--- config.mk ---
export PLATFORM = sky130hd
export DESIGN_NAME = txq_enqueue_seq
export DESIGN_NICKNAME = d
export VERILOG_FILES = /design/src/rtl/txq_pkg.sv /design/src/rtl/txq_word_feeder.sv /design/src/rtl/txq_poll_limiter.sv /design/src/rtl/txq_enqueue_seq.sv
export SDC_FILE = /design/constraint.sdc
export NUM_CORES = 1
export LEC_CHECK = 0
export ABC_AREA = 1
export BUFFER_PORTS_ARGS = -buffer_cell sky130_fd_sc_hd__buf_4
export CAP_MARGIN = 20
export CELL_PAD_IN_SITES_DETAIL_PLACEMENT = 1
export CELL_PAD_IN_SITES_GLOBAL_PLACEMENT = 2
export CORE_MARGIN = 5
export CORE_UTILIZATION = 32
export CTS_CLUSTER_DIAMETER = 150
export DETAILED_ROUTE_END_ITERATION = 16
export PLACE_DENSITY = 0.9
export SLEW_MARGIN = 5
export SYNTH_ARGS = -nofsm -noshare
export SYNTH_HDL_FRONTEND = slang
export SYNTH_SLANG_ARGS = --single-unit
export TNS_END_PERCENT = 20
--- constraint.sdc ---
create_clock -name clk -period 3.1 [get_ports clk]
set_clock_uncertainty 0.2 [all_clocks]
set_input_delay 0.465 -clock clk [delete_from_list [all_inputs] [get_ports clk]]
set_output_delay 0.465 -clock clk [all_outputs]
set_load 0.05 [all_outputs]
--- src/rtl/txq_pkg.sv ---
package txq_pkg;

  typedef enum logic [3:0] {
    SQ_IDLE,
    SQ_FREE,
    SQ_PTR,
    SQ_SON,
    SQ_HDR0,
    SQ_HDR1,
    SQ_PAY,
    SQ_SOFF,
    SQ_COMMIT,
    SQ_POLL
  } sq_state_e;

  localparam logic [1:0] ST_OK      = 2'd0;
  localparam logic [1:0] ST_NOSPACE = 2'd1;
  localparam logic [1:0] ST_TIMEOUT = 2'd2;

  localparam logic [15:0] FREE_MASK = 16'h1FFF;
  localparam int unsigned FRAME_OVERHEAD = 12;

  // Masked free count must cover the frame plus the fixed overhead.
  function automatic logic room_ok(input logic [15:0] raw, input logic [15:0] len);
    logic [16:0] avail;
    logic [16:0] need;
    avail = {1'b0, raw & FREE_MASK};
    need  = {1'b0, len} + 17'(FRAME_OVERHEAD);
    return avail >= need;
  endfunction

endpackage

--- src/rtl/txq_word_feeder.sv ---
module txq_word_feeder #(
  parameter int LEN_W = 11
) (
  input  logic             clk,
  input  logic             rst_n,
  input  logic             load,
  input  logic [LEN_W-1:0] len,
  input  logic             en,
  input  logic             advance,
  input  logic             s_valid,
  input  logic [15:0]      s_data,
  output logic             s_ready,
  output logic [15:0]      word,
  output logic             word_ok,
  output logic             last_word,
  output logic             none
);

  localparam int LW1 = LEN_W + 1;

  // Bus words: byte count rounded up to a multiple of four, in 16-bit units.
  function automatic logic [LW1-1:0] bus_words(input logic [LEN_W-1:0] n);
    logic [LW1-1:0] e;
    e = {1'b0, n} + LW1'(3);
    return {e[LW1-1:2], 1'b0};
  endfunction

  // Stream words: byte count rounded up to an even number, in 16-bit units.
  function automatic logic [LW1-1:0] src_words(input logic [LEN_W-1:0] n);
    logic [LW1-1:0] e;
    e = {1'b0, n} + LW1'(1);
    return {1'b0, e[LW1-1:1]};
  endfunction

  logic [LW1-1:0] idx_q, tot_q, src_q;
  logic           held_q;
  logic [15:0]    hold_q;
  logic           take;
  logic           from_stream;

  assign from_stream = idx_q < src_q;
  assign s_ready     = en && !held_q && from_stream;
  assign take        = s_ready && s_valid;
  assign word_ok     = held_q || !from_stream;
  assign word        = held_q ? hold_q : 16'h0000;
  assign last_word   = idx_q == (tot_q - LW1'(1));
  assign none        = tot_q == '0;

  always_ff @(posedge clk or negedge rst_n) begin
    if (!rst_n) begin
      idx_q  <= '0;
      tot_q  <= '0;
      src_q  <= '0;
      held_q <= 1'b0;
      hold_q <= '0;
    end else if (load) begin
      idx_q  <= '0;
      tot_q  <= bus_words(len);
      src_q  <= src_words(len);
      held_q <= 1'b0;
    end else if (advance) begin
      idx_q  <= idx_q + LW1'(1);
      held_q <= 1'b0;
    end else if (take) begin
      held_q <= 1'b1;
      hold_q <= s_data;
    end
  end

endmodule

--- src/rtl/txq_poll_limiter.sv ---
module txq_poll_limiter #(
  parameter int POLL_LIMIT = 1024
) (
  input  logic clk,
  input  logic rst_n,
  input  logic clr,
  input  logic inc,
  output logic expire
);

  localparam int CW = $clog2(POLL_LIMIT + 1);

  logic [CW-1:0] cnt_q;

  // Asserted while the poll in flight is the last one allowed.
  assign expire = cnt_q == CW'(POLL_LIMIT - 1);

  always_ff @(posedge clk or negedge rst_n) begin
    if (!rst_n)   cnt_q <= '0;
    else if (clr) cnt_q <= '0;
    else if (inc) cnt_q <= cnt_q + CW'(1);
  end

endmodule

--- src/rtl/txq_enqueue_seq.sv ---
module txq_enqueue_seq
  import txq_pkg::*;
#(
  parameter int          LEN_W       = 11,
  parameter int          ADDR_W      = 8,
  parameter int          POLL_LIMIT  = 1024,
  parameter logic [7:0]  FREE_ADDR   = 8'h30,
  parameter logic [7:0]  PTR_ADDR    = 8'h32,
  parameter logic [7:0]  RXQ_ADDR    = 8'h34,
  parameter logic [7:0]  TXQ_ADDR    = 8'h36,
  parameter logic [15:0] AUTOINC_VAL = 16'h4000,
  parameter logic [7:0]  STREAM_BIT  = 8'h08,
  parameter logic [15:0] COMMIT_BIT  = 16'h0001
) (
  input  logic              clk,
  input  logic              rst_n,
  input  logic              start,
  input  logic [LEN_W-1:0]  frame_len,
  input  logic [7:0]        rxq_ctl_cache,
  input  logic              s_valid,
  input  logic [15:0]       s_data,
  output logic              s_ready,
  output logic              bus_req,
  output logic              bus_we,
  output logic              bus_data_port,
  output logic [ADDR_W-1:0] bus_addr,
  output logic [1:0]        bus_be,
  output logic [15:0]       bus_wdata,
  input  logic              bus_ack,
  input  logic [15:0]       bus_rdata,
  output logic              done,
  output logic [1:0]        done_status
);

  localparam logic [1:0] BE_WORD = 2'b11;
  localparam logic [1:0] BE_LOW  = 2'b01;

  sq_state_e        state_q;
  logic [LEN_W-1:0] len_q;
  logic [7:0]       cache_q;
  logic             done_q;
  logic [1:0]       status_q;

  // Named internal events, used by the checker.
  logic busy_w;
  logic load_w;
  logic free_ack_w;
  logic space_ok_w;
  logic pay_ack_w;
  logic poll_ack_w;
  logic commit_clear_w;
  logic timeout_w;
  logic poll_clr_w;
  logic poll_inc_w;

  logic [15:0] pay_word;
  logic        pay_ok;
  logic        pay_last;
  logic        pay_none;
  logic        poll_expire;

  assign busy_w         = state_q != SQ_IDLE;
  assign load_w         = start && !busy_w;
  assign free_ack_w     = (state_q == SQ_FREE) && bus_ack;
  assign space_ok_w     = room_ok(bus_rdata, 16'(len_q));
  assign pay_ack_w      = (state_q == SQ_PAY) && bus_ack;
  assign poll_ack_w     = (state_q == SQ_POLL) && bus_ack;
  assign commit_clear_w = poll_ack_w && ((bus_rdata & COMMIT_BIT) == 16'h0000);
  assign timeout_w      = poll_ack_w && !commit_clear_w && poll_expire;
  assign poll_clr_w     = (state_q == SQ_COMMIT) && bus_ack;
  assign poll_inc_w     = poll_ack_w && !commit_clear_w;

  txq_word_feeder #(.LEN_W(LEN_W)) u_feed (
    .clk       (clk),
    .rst_n     (rst_n),
    .load      (load_w),
    .len       (frame_len),
    .en        (state_q == SQ_PAY),
    .advance   (pay_ack_w),
    .s_valid   (s_valid),
    .s_data    (s_data),
    .s_ready   (s_ready),
    .word      (pay_word),
    .word_ok   (pay_ok),
    .last_word (pay_last),
    .none      (pay_none)
  );

  txq_poll_limiter #(.POLL_LIMIT(POLL_LIMIT)) u_poll (
    .clk    (clk),
    .rst_n  (rst_n),
    .clr    (poll_clr_w),
    .inc    (poll_inc_w),
    .expire (poll_expire)
  );

  // Bus request fields come straight from the state, so they hold until ack.
  always_comb begin
    bus_req       = 1'b0;
    bus_we        = 1'b0;
    bus_data_port = 1'b0;
    bus_addr      = '0;
    bus_be        = BE_WORD;
    bus_wdata     = 16'h0000;
    case (state_q)
      SQ_FREE: begin
        bus_req  = 1'b1;
        bus_addr = ADDR_W'(FREE_ADDR);
      end
      SQ_PTR: begin
        bus_req   = 1'b1;
        bus_we    = 1'b1;
        bus_addr  = ADDR_W'(PTR_ADDR);
        bus_wdata = AUTOINC_VAL;
      end
      SQ_SON: begin
        bus_req   = 1'b1;
        bus_we    = 1'b1;
        bus_addr  = ADDR_W'(RXQ_ADDR);
        bus_be    = BE_LOW;
        bus_wdata = {8'h00, cache_q | STREAM_BIT};
      end
      SQ_HDR0: begin
        bus_req       = 1'b1;
        bus_we        = 1'b1;
        bus_data_port = 1'b1;
      end
      SQ_HDR1: begin
        bus_req       = 1'b1;
        bus_we        = 1'b1;
        bus_data_port = 1'b1;
        bus_wdata     = 16'(len_q);
      end
      SQ_PAY: begin
        bus_req       = pay_ok;
        bus_we        = 1'b1;
        bus_data_port = 1'b1;
        bus_wdata     = pay_word;
      end
      SQ_SOFF: begin
        bus_req   = 1'b1;
        bus_we    = 1'b1;
        bus_addr  = ADDR_W'(RXQ_ADDR);
        bus_be    = BE_LOW;
        bus_wdata = {8'h00, cache_q & ~STREAM_BIT};
      end
      SQ_COMMIT: begin
        bus_req   = 1'b1;
        bus_we    = 1'b1;
        bus_addr  = ADDR_W'(TXQ_ADDR);
        bus_wdata = COMMIT_BIT;
      end
      SQ_POLL: begin
        bus_req  = 1'b1;
        bus_addr = ADDR_W'(TXQ_ADDR);
      end
      default: ;
    endcase
  end

  always_ff @(posedge clk or negedge rst_n) begin
    if (!rst_n) begin
      state_q  <= SQ_IDLE;
      len_q    <= '0;
      cache_q  <= '0;
      done_q   <= 1'b0;
      status_q <= ST_OK;
    end else begin
      done_q <= 1'b0;
      case (state_q)
        SQ_IDLE: if (start) begin
          len_q   <= frame_len;
          cache_q <= rxq_ctl_cache;
          state_q <= SQ_FREE;
        end
        SQ_FREE: if (bus_ack) begin
          if (space_ok_w) state_q <= SQ_PTR;
          else begin
            done_q   <= 1'b1;
            status_q <= ST_NOSPACE;
            state_q  <= SQ_IDLE;
          end
        end
        SQ_PTR:  if (bus_ack) state_q <= SQ_SON;
        SQ_SON:  if (bus_ack) state_q <= SQ_HDR0;
        SQ_HDR0: if (bus_ack) state_q <= SQ_HDR1;
        SQ_HDR1: if (bus_ack) state_q <= pay_none ? SQ_SOFF : SQ_PAY;
        SQ_PAY:  if (bus_ack && pay_last) state_q <= SQ_SOFF;
        SQ_SOFF: if (bus_ack) state_q <= SQ_COMMIT;
        SQ_COMMIT: if (bus_ack) state_q <= SQ_POLL;
        SQ_POLL: if (commit_clear_w) begin
          done_q   <= 1'b1;
          status_q <= ST_OK;
          state_q  <= SQ_IDLE;
        end else if (timeout_w) begin
          done_q   <= 1'b1;
          status_q <= ST_TIMEOUT;
          state_q  <= SQ_IDLE;
        end
        default: state_q <= SQ_IDLE;
      endcase
    end
  end

  assign done        = done_q;
  assign done_status = status_q;

endmodule

Word-level counts from Yosys, hierarchy flattened
Index checks and enable logic that the tools add are counted.
- $add $sub $neg: 6
- reduce and logical (&&, ||, !) cells: 33
- mux-type cells: 38
- magnitude comparators: 2
- eq/ne operators: 22
- bitwise operators: 2
- operators by type and width (kind ; count):
    16-bit case mux with 6 select lines ; 1
    4-bit two-way mux ; 11
    4-bit case mux with 10 select lines ; 1
    12-bit two-way mux ; 2
    6-bit case mux with 4 select lines ; 1
    11-bit two-way mux ; 2
    2-bit != test (second input constant) ; 10
    4-bit by 3-bit == test with 1-bit output (second input constant) ; 4
    16-bit logical NOT ; 1
    16-bit two-way mux ; 1
    13-bit by 12-bit greater-or-equal comparator with 1-bit output ; 1
    11-bit by 1-bit adder with 12-bit output (second input constant) ; 1
    11-bit by 2-bit adder with 12-bit output (second input constant) ; 1
    11-bit by 4-bit adder with 12-bit output (second input constant) ; 1
    12-bit by 1-bit adder with 12-bit output (second input constant) ; 1
    12-bit == test ; 1
    12-bit logical NOT ; 1
    12-bit by 11-bit < comparator with 1-bit output ; 1
    2-bit two-way mux ; 6
    11-bit by 1-bit subtractor with 12-bit output (second input constant) ; 1
    11-bit by 1-bit adder with 11-bit output (second input constant) ; 1
    11-bit by 10-bit == test with 1-bit output (second input constant) ; 1
    1-bit logical AND ; 11
    1-bit two-way mux ; 10
    other kinds (21) ; 31
- bits of input ports: 56
- register bits after elaboration: 87
- word-level logic and storage cells: 114

Longest topological paths before layout
Gate-level depths: netlist (run 1).
- depth after elaboration: 9
- mapped depth: 18

By module
A second synthesis (run 1) with hierarchy kept.
- cells, all modules: 827
- area, all modules: 5830.6 um^2
- modules (own cells, without submodules) (module ; times used ; cells each ; area each (um^2)):
    txq_word_feeder ; 1 ; 460 ; 3281.9
    txq_enqueue_seq ; 1 ; 282 ; 1914.3
    txq_poll_limiter ; 1 ; 85 ; 634.4

Least setup slack after synthesis (run 1)
No wires, ideal clock.
- path type: reg-to-output
- start point: reg u_feed.idx_q[7]
- end point: out s_ready
- stages on the path, launching flop included: 7
- data arrival time: 2328 ps
- buffers on the path: 0
- slack: 107 ps
- path through: dfrtp_1 -> ha_1 -> a21oi_1 -> o31ai_1 -> a21oi_1 -> nand2_1 -> nor3_1
- longest elaborated chain between the ends: 2
- ends and longest elaborated chain (element ; line ; source):
    start: declaration ; txq_word_feeder.sv:35 ; logic [LW1-1:0] idx_q, tot_q, src_q;
    start signal: assignment ; txq_word_feeder.sv:62 ; idx_q <= idx_q + LW1'(1);
    12-bit by 11-bit < comparator with 1-bit output ; txq_word_feeder.sv:41 ; assign from_stream = idx_q < src_q;
    1-bit logical AND ; txq_word_feeder.sv:42 ; assign s_ready = en && !held_q && from_stream;
    end: declaration ; txq_enqueue_seq.sv:22 ; output logic s_ready,
No other way between the ends.

Worst setup path after layout (run 1)
- start point: reg state_q[2]
- end point: out bus_wdata[8]
- longest elaborated chain between the ends: 2
- elaborated cells on any way between the ends: 7
- classes of those cells: eq/ne (6); mux (1)
- ends and longest elaborated chain (element ; line ; source):
    start: declaration ; txq_enqueue_seq.sv:38 ; sq_state_e state_q;
    start signal: assignment ; txq_enqueue_seq.sv:187 ; SQ_HDR1: if (bus_ack) state_q <= pay_none ? SQ_SOFF : SQ_PAY;
    4-bit == test, or another cell as far along ; txq_enqueue_seq.sv:105 ; case (state_q)
    16-bit case mux with 6 select lines * ; txq_enqueue_seq.sv:105 ;
    end: declaration ; txq_enqueue_seq.sv:28 ; output logic [15:0] bus_wdata,
Mark *: on every way between the ends. The rest lies on a longest branch, timed or not.

==> results.sh, run 1 <==
export IMPL_worst_setup_path_end_kind="output pin"
export IMPL_power_static_leakage_nw=3.46
export IMPL_fin_cells=1097
export IMPL_die_width_um=143
export IMPL_total_global_route_track_usage_pct=18.6
export IMPL_clock_tree_buffer_depth=2
export IMPL_synth_flop_cell="dfrtp_1"
export IMPL_cts_setup_buffers=0
export IMPL_tritoncts="done"
export IMPL_drt_first_pass_iters=4
export IMPL_worst_ep_arrival_time_ns=2.26
export IMPL_clkLatencyLatePin_ns=0.36
export IMPL_detailedPlacementHpwl_um=14400
export IMPL_grt_ovfl_total=0
export IMPL_layout_filler_cells=2168
export IMPL_io_buffers=79
export IMPL_slew_headroom_pct=58.6
export IMPL_max_slew_violation_total_from_the_final_report=0
export IMPL_wirelength_um=18300
export IMPL_post_route_cells_drive_above_1_share_pct=17.4
export IMPL_post_route_period_util_pct=94.5
export IMPL_numCtsBuffers=9
export IMPL_finish_utilization_pct=39.7
export IMPL_antenna_left=0
export IMPL_synth_cell_types=44
export IMPL_die_y_um=143
export IMPL_antenna_cells_inserted=0
export IMPL_met3_usage_pct=3.32
export IMPL_synth_edff_count=0
export IMPL_pin_slew_with_the_least_headroom_to_its_limit_ns=0.621
export IMPL_crit_fanout=13
export IMPL_number_of_antenna_violations_at_the_first_check_in_global_routing=0
export IMPL_detail_route_drc_violations=0
export IMPL_fin_total_pwr_mw=6.03
export IMPL_min_path_type="primary input to flop"
export IMPL_layout_common_cells="nand2_1, inv_1, buf_4"
export IMPL_maximum_number_of_pins_on_one_net_before_global_route_repair=46
export IMPL_fmaxAchievable_ghz=0.341
export IMPL_switching_power_mw=2.88
export IMPL_placement_rows=48
export IMPL_postSynthRegisterBits=86
export IMPL_finalSetupViolCount=0
export IMPL_grt_use_met1_pct=24.6
export IMPL_die_ar_um2=20500
export IMPL_outcome="finished clean"
export IMPL_boundaryPins=89
export IMPL_power_clock_fraction_pct=18.8
export IMPL_holdWs_ns=0.108
export IMPL_criticalPathCategory="flop to output pin"
export IMPL_drv_max_cap_violation_count=0
export IMPL_yosys_warnings=0
export IMPL_p_sw_share_pct=47.8
export IMPL_crit_required_ns=2.43
export IMPL_power_internal_mw=3.14
export IMPL_async_reset_ff_share_pct=100
export IMPL_vias_in_the_first_global_route=5608
export IMPL_synthesis_area_um2=5680
export IMPL_vias_per_cell=4.87
export IMPL_nNetsFinal=952
export IMPL_setup_slack_after_placement_ns=-0.125
export IMPL_grt_busiest_layer="met2"
export IMPL_final_critical_path_time_including_i_o_delays_and_setup_ns=2.93
export IMPL_timing_final_ws_setup_ns=0.170
export IMPL_detailedRoute_firstIterationViolations=316
export IMPL_clock_sink_count=86
export IMPL_areaGrowthSynthToFinish_pct=21.1
export IMPL_drt_wirelength_per_cell_um=16.7
export IMPL_fin_tns_setup_ns=0
export IMPL_grt_first_pass_wirelength_um=29800
export IMPL_htree_levels=3
export IMPL_power_combinational_fraction_pct=49.2
export IMPL_gr_usage_met2_pct=31.8
export IMPL_placedCellCount=1080
export IMPL_clock_root_buffer="clkbuf_16"
export IMPL_gp_congestion=0.822
export IMPL_final_cell_area_um2=6880
export IMPL_ir_drop_v=0.000660
export IMPL_yosysSeqAreaShare_pct=37.9
export IMPL_clkTransAtPathRegs_ns=0.07
export IMPL_final_hold_viol_count=0
export IMPL_layout_commonest_cell="nand2_1"
export IMPL_crit_path_start_kind="flop"
export IMPL_core_area_um2=17400
export IMPL_power_density_nw_per_um2=876
export IMPL_initial_core_util_pct=32.7
export IMPL_seqPwrFrac_pct=32.1
export IMPL_mean_post_synth_cell_area_um2=7.26
export IMPL_postSynthCellCount=783
export IMPL_rsz0062_at_grt="yes"
export IMPL_dr_total_vias=5339
export IMPL_placement_cell_area_um2=6530
-- state kept, by name, summed over array words and instances (netlist names) --
signal         count
u_feed.idx_q      12
u_feed.tot_q      10
u_feed.held_q      1
u_feed.hold_q     16
cache_q            7
len_q             11
done               1
state_q            4
u_poll.cnt_q      11
done_status        2
u_feed.src_q      11
-- kinds of logic (layout without fill, tap and decap cells) --
group / count (synthesis) / in the layout / synth area share (%)
AND/OR/NAND/NOR: 384 / 384 / 30.2
other: 2 / 5 / 0.132
adder cells (fa/ha/maj): 29 / 29 / 6.38
flip-flops: 86 / 86 / 37.9
XOR/XNOR: 20 / 20 / 3.08
AO/OA/AOI/OAI: 123 / 123 / 12.2
buffers and inverters: 139 / 225 / 10.1
-- final timing paths --
kind,start,to,slack (ns),cells after the start
worst min register to register,len_q[1]$_DFFE_PN0P_,len_q[1]$_DFFE_PN0P_,0.28,2
worst max-delay path,state_q[2]$_DFFE_PN0P_,bus_wdata[8],0.17,5
worst min-delay path,rxq_ctl_cache[6],cache_q[6]$_DFFE_PN0P_,0.11,3
worst max register to register,len_q[2]$_DFFE_PN0P_,done_status[0]$_DFFE_PN0P_,0.22,17
min in group asynchronous,rst_n,cache_q[5]$_DFFE_PN0P_,0.46,2
max in group asynchronous,rst_n,u_feed.hold_q[1]$_DFFE_PN0P_,1.57,3
-- routing by layer --
layer / share of wire, % / wire [um]
met5: 0 / 0
met4: 1.4 / 260
met3: 4.0 / 726
met2: 49 / 8920
met1: 46 / 8400
-- synth_stat cells, drive strengths merged (3+ instances only) --
master	n	area, um^2
nand2	208	803
inv	117	439
dfrtp	86	2150
nor2	86	368
o21ai	61	305
nand3	46	245
a21oi	33	169
ha	29	363
nor3	21	126
xor2	16	140
buf	15	108
nand4	14	115
o211ai	14	105
clkbuf	6	22.5
o31ai	6	50.1
nor4	5	31.3
xnor2	4	35.0
a22oi	3	22.5
-- final cells by class --
type	count	area (um^2)	area share, %
Multi-Input combinational cell	561	3010	43.7
Inverter	118	443	6.43
Timing Repair Buffer	91	698	10.1
Clock inverter	7	73.8	1.07
Clock buffer	9	225	3.27
Sequential cell	86	2150	31.3
Tap cell	225	282	4.09
-- worst max-delay path, cell delays in order (launching register included) --
cell     delay [ns]
dfrtp_1        0.44
inv_1          0.11
nor2_1         0.28
nand2_1        0.42
o21ai_1        0.39
buf_4          0.26
-- timing repair --
action,CTS,global route
pin swaps,1,0
resized for setup,1,10
endpoints found under the setup margin,3,7
hold endpoints to repair,43,0
hold buffers,1,0
-- power groups by stage --
stage	Combinational, mW	Clock [mW]	Sequential (mW)
finish	2.96	1.13	1.93
global route	3.31	1.21	1.99
CTS	2.97	1.16	1.93
detailed placement	2.95	0	1.95
global placement	2.88	0	1.93
floorplan	2.14	0	1.84
(Power assumes the default switching activity.)
==> inputs of run 2 (changes only) <==
- clock period: 3.1 -> 2.93 ns (I/O delays scaled with it)
==> run 2 against run 1 <==
Effect of this change:
- via count increased by 1.9%
- clock-buffer cell count increased by 3
- die area unchanged
- critical path type unchanged
- core utilization increased by 1.4 points
==> results.sh, run 2 (synthesis results as in run 1) <==
export IMPL_clock_root_buffer="clkbuf_16"
export IMPL_critPathSlowestCell="dfrtp_1"
export IMPL_fin_tns_setup_ns=0
export IMPL_antenna_cells_inserted=0
export IMPL_final_cell_area_um2=7130
export IMPL_clock_sink_count=86
export IMPL_clkLatencyLatePin_ns=0.35
export IMPL_post_route_period_util_pct=95.8
export IMPL_placement_rows=48
export IMPL_rsz0062_at_grt="yes"
export IMPL_largest_register_ff_count=16
export IMPL_number_of_antenna_violations_at_the_first_check_in_global_routing=0
export IMPL_vias_per_cell=4.86
export IMPL_slew_headroom_pct=58.3
export IMPL_grt_ovfl_total=0
export IMPL_min_path_type="primary input to flop"
export IMPL_crit_path_max_incr_delay_ns=0.44
export IMPL_critPathBufInv=1
export IMPL_finalSetupViolCount=0
export IMPL_gp_congestion=0.820
export IMPL_htree_levels=3
export IMPL_multiInputGateArea_um2=3070
export IMPL_layout_filler_cells=2176
export IMPL_post_route_cells_drive_above_1_share_pct=20.9
export IMPL_drt_wirelength_per_cell_um=16.5
export IMPL_die_width_um=143
export IMPL_sequential_cell_area_um2=2150
export IMPL_core_area_um2=17400
export IMPL_nNetsFinal=975
export IMPL_drt_first_pass_iters=4
export IMPL_holdWs_ns=0.0842
export IMPL_power_density_nw_per_um2=924
export IMPL_crit_path_start_kind="flop"
export IMPL_ir_drop_v=0.000625
export IMPL_wirelength_um=18400
export IMPL_crit_fanout=4
export IMPL_final_hold_viol_count=0
export IMPL_fin_cells=1119
export IMPL_final_critical_path_time_including_i_o_delays_and_setup_ns=2.81
export IMPL_crit_required_ns=2.29
export IMPL_initial_core_util_pct=32.7
export IMPL_worst_ep_arrival_time_ns=2.17
export IMPL_fin_total_pwr_mw=6.59
export IMPL_die_ar_um2=20500
export IMPL_biggestRegsByFlops="u_feed.hold_q (16), u_feed.idx_q (12)"
export IMPL_power_static_leakage_nw=3.58
export IMPL_areaGrowthSynthToFinish_pct=25.4
export IMPL_clock_tree_buffer_depth=2
export IMPL_dr_total_vias=5441
export IMPL_vias_in_the_first_global_route=5460
export IMPL_detail_route_drc_violations=0
export IMPL_pin_slew_with_the_least_headroom_to_its_limit_ns=0.626
export IMPL_max_slew_violation_total_from_the_final_report=0
export IMPL_grt_first_pass_wirelength_um=28900
export IMPL_criticalPathCategory="flop to output pin"
export IMPL_outcome="finished clean"
export IMPL_layout_common_cells="nand2_1, buf_4, inv_1"
export IMPL_antenna_left=0
export IMPL_placement_cell_area_um2=6670
export IMPL_clkTransAtPathRegs_ns=0.06
export IMPL_drv_max_cap_violation_count=0
export IMPL_worst_setup_path_end_kind="output pin"
export IMPL_boundaryPins=89
export IMPL_total_global_route_track_usage_pct=18.2
export IMPL_placedCellCount=1097
export IMPL_critical_path_top_delay_family="simple AND/OR/NAND/NOR gates"
export IMPL_tritoncts="done"
export IMPL_layout_commonest_cell="nand2_1"
export IMPL_detailedRoute_firstIterationViolations=237
export IMPL_critical_path_top_cell_by_count="nand2_1"
export IMPL_detailedPlacementHpwl_um=14500
export IMPL_fmaxAchievable_ghz=0.356
export IMPL_top_register="u_feed.hold_q"
export IMPL_die_y_um=143
export IMPL_crit_path_cell_trace="ha_1 > a21oi_1 > o21ai_1 > nand3_2 > nand2_1 > o21ai_0 > nand2_1 > buf_4"
export IMPL_numCtsBuffers=9
export IMPL_maximum_number_of_pins_on_one_net_before_global_route_repair=45
export IMPL_io_buffers=79
-- run 2: worst min-delay path, cell delays in order --
cell,delay [ns]
buf_4,0.08
nand2_1,0.04
nand2_1,0.04
-- run 2: layer usage --
metal  routed length [um]  vias up  track usage (%)
li1                     -     2723                -
met1                 8530     2639             24.7
met2                 8980       67             30.7
met3                  764       12             3.05
met4                  175        0             3.91
met5                    0        -                0
-- run 2: worst paths after layout --
check,start,slack (ns),depth (start not counted),endpoint
worst max-delay path,u_feed.idx_q[1]$_DFFE_PN0N_,0.12,8,bus_req
worst max register to register,len_q[3]$_DFFE_PN0P_,0.16,19,state_q[1]$_DFFE_PN0P_
min in group asynchronous,rst_n,0.44,2,cache_q[5]$_DFFE_PN0P_
worst min-delay path,rxq_ctl_cache[6],0.08,3,cache_q[6]$_DFFE_PN0P_
worst min register to register,cache_q[1]$_DFFE_PN0P_,0.29,2,cache_q[1]$_DFFE_PN0P_
max in group asynchronous,rst_n,1.40,3,u_feed.idx_q[5]$_DFFE_PN0N_
-- run 2: repair_timing --
item	in CTS	in global routing
endpoints found under the setup margin	5	5
resized for setup	4	23
hold endpoints to repair	43	0
hold buffers	1	0
pin swaps	0	17
buffers inserted	0	6
-- run 2: where the power goes --
| group | leakage, nW | internal [mW] | switching, mW |
|---|---|---|---|
| sequential | 1.09 | 1.65 | 0.385 |
| combinational | 2.33 | 1.16 | 2.20 |
| clock | 0.149 | 0.704 | 0.488 |
-- run 2: layout make-up --
type	instances	area share, %
repair buffers	114	12.3
clock inverters	3	0.614
clock buffers	12	3.60
inverters	118	6.21
well taps	225	3.95
multi-input cells	561	43.1
flip-flops and latches	86	30.2
-- run 2: stage by stage --
step / setup WS, ns / utilization (%)
after CTS: 0.0168 / 40.3
after global routing: -0.0471 / 41.1
after floorplan: 0.182 / -
final: 0.122 / 41.1
after global placement: -0.0283 / 38.4
after detailed placement: -0.114 / 38.4
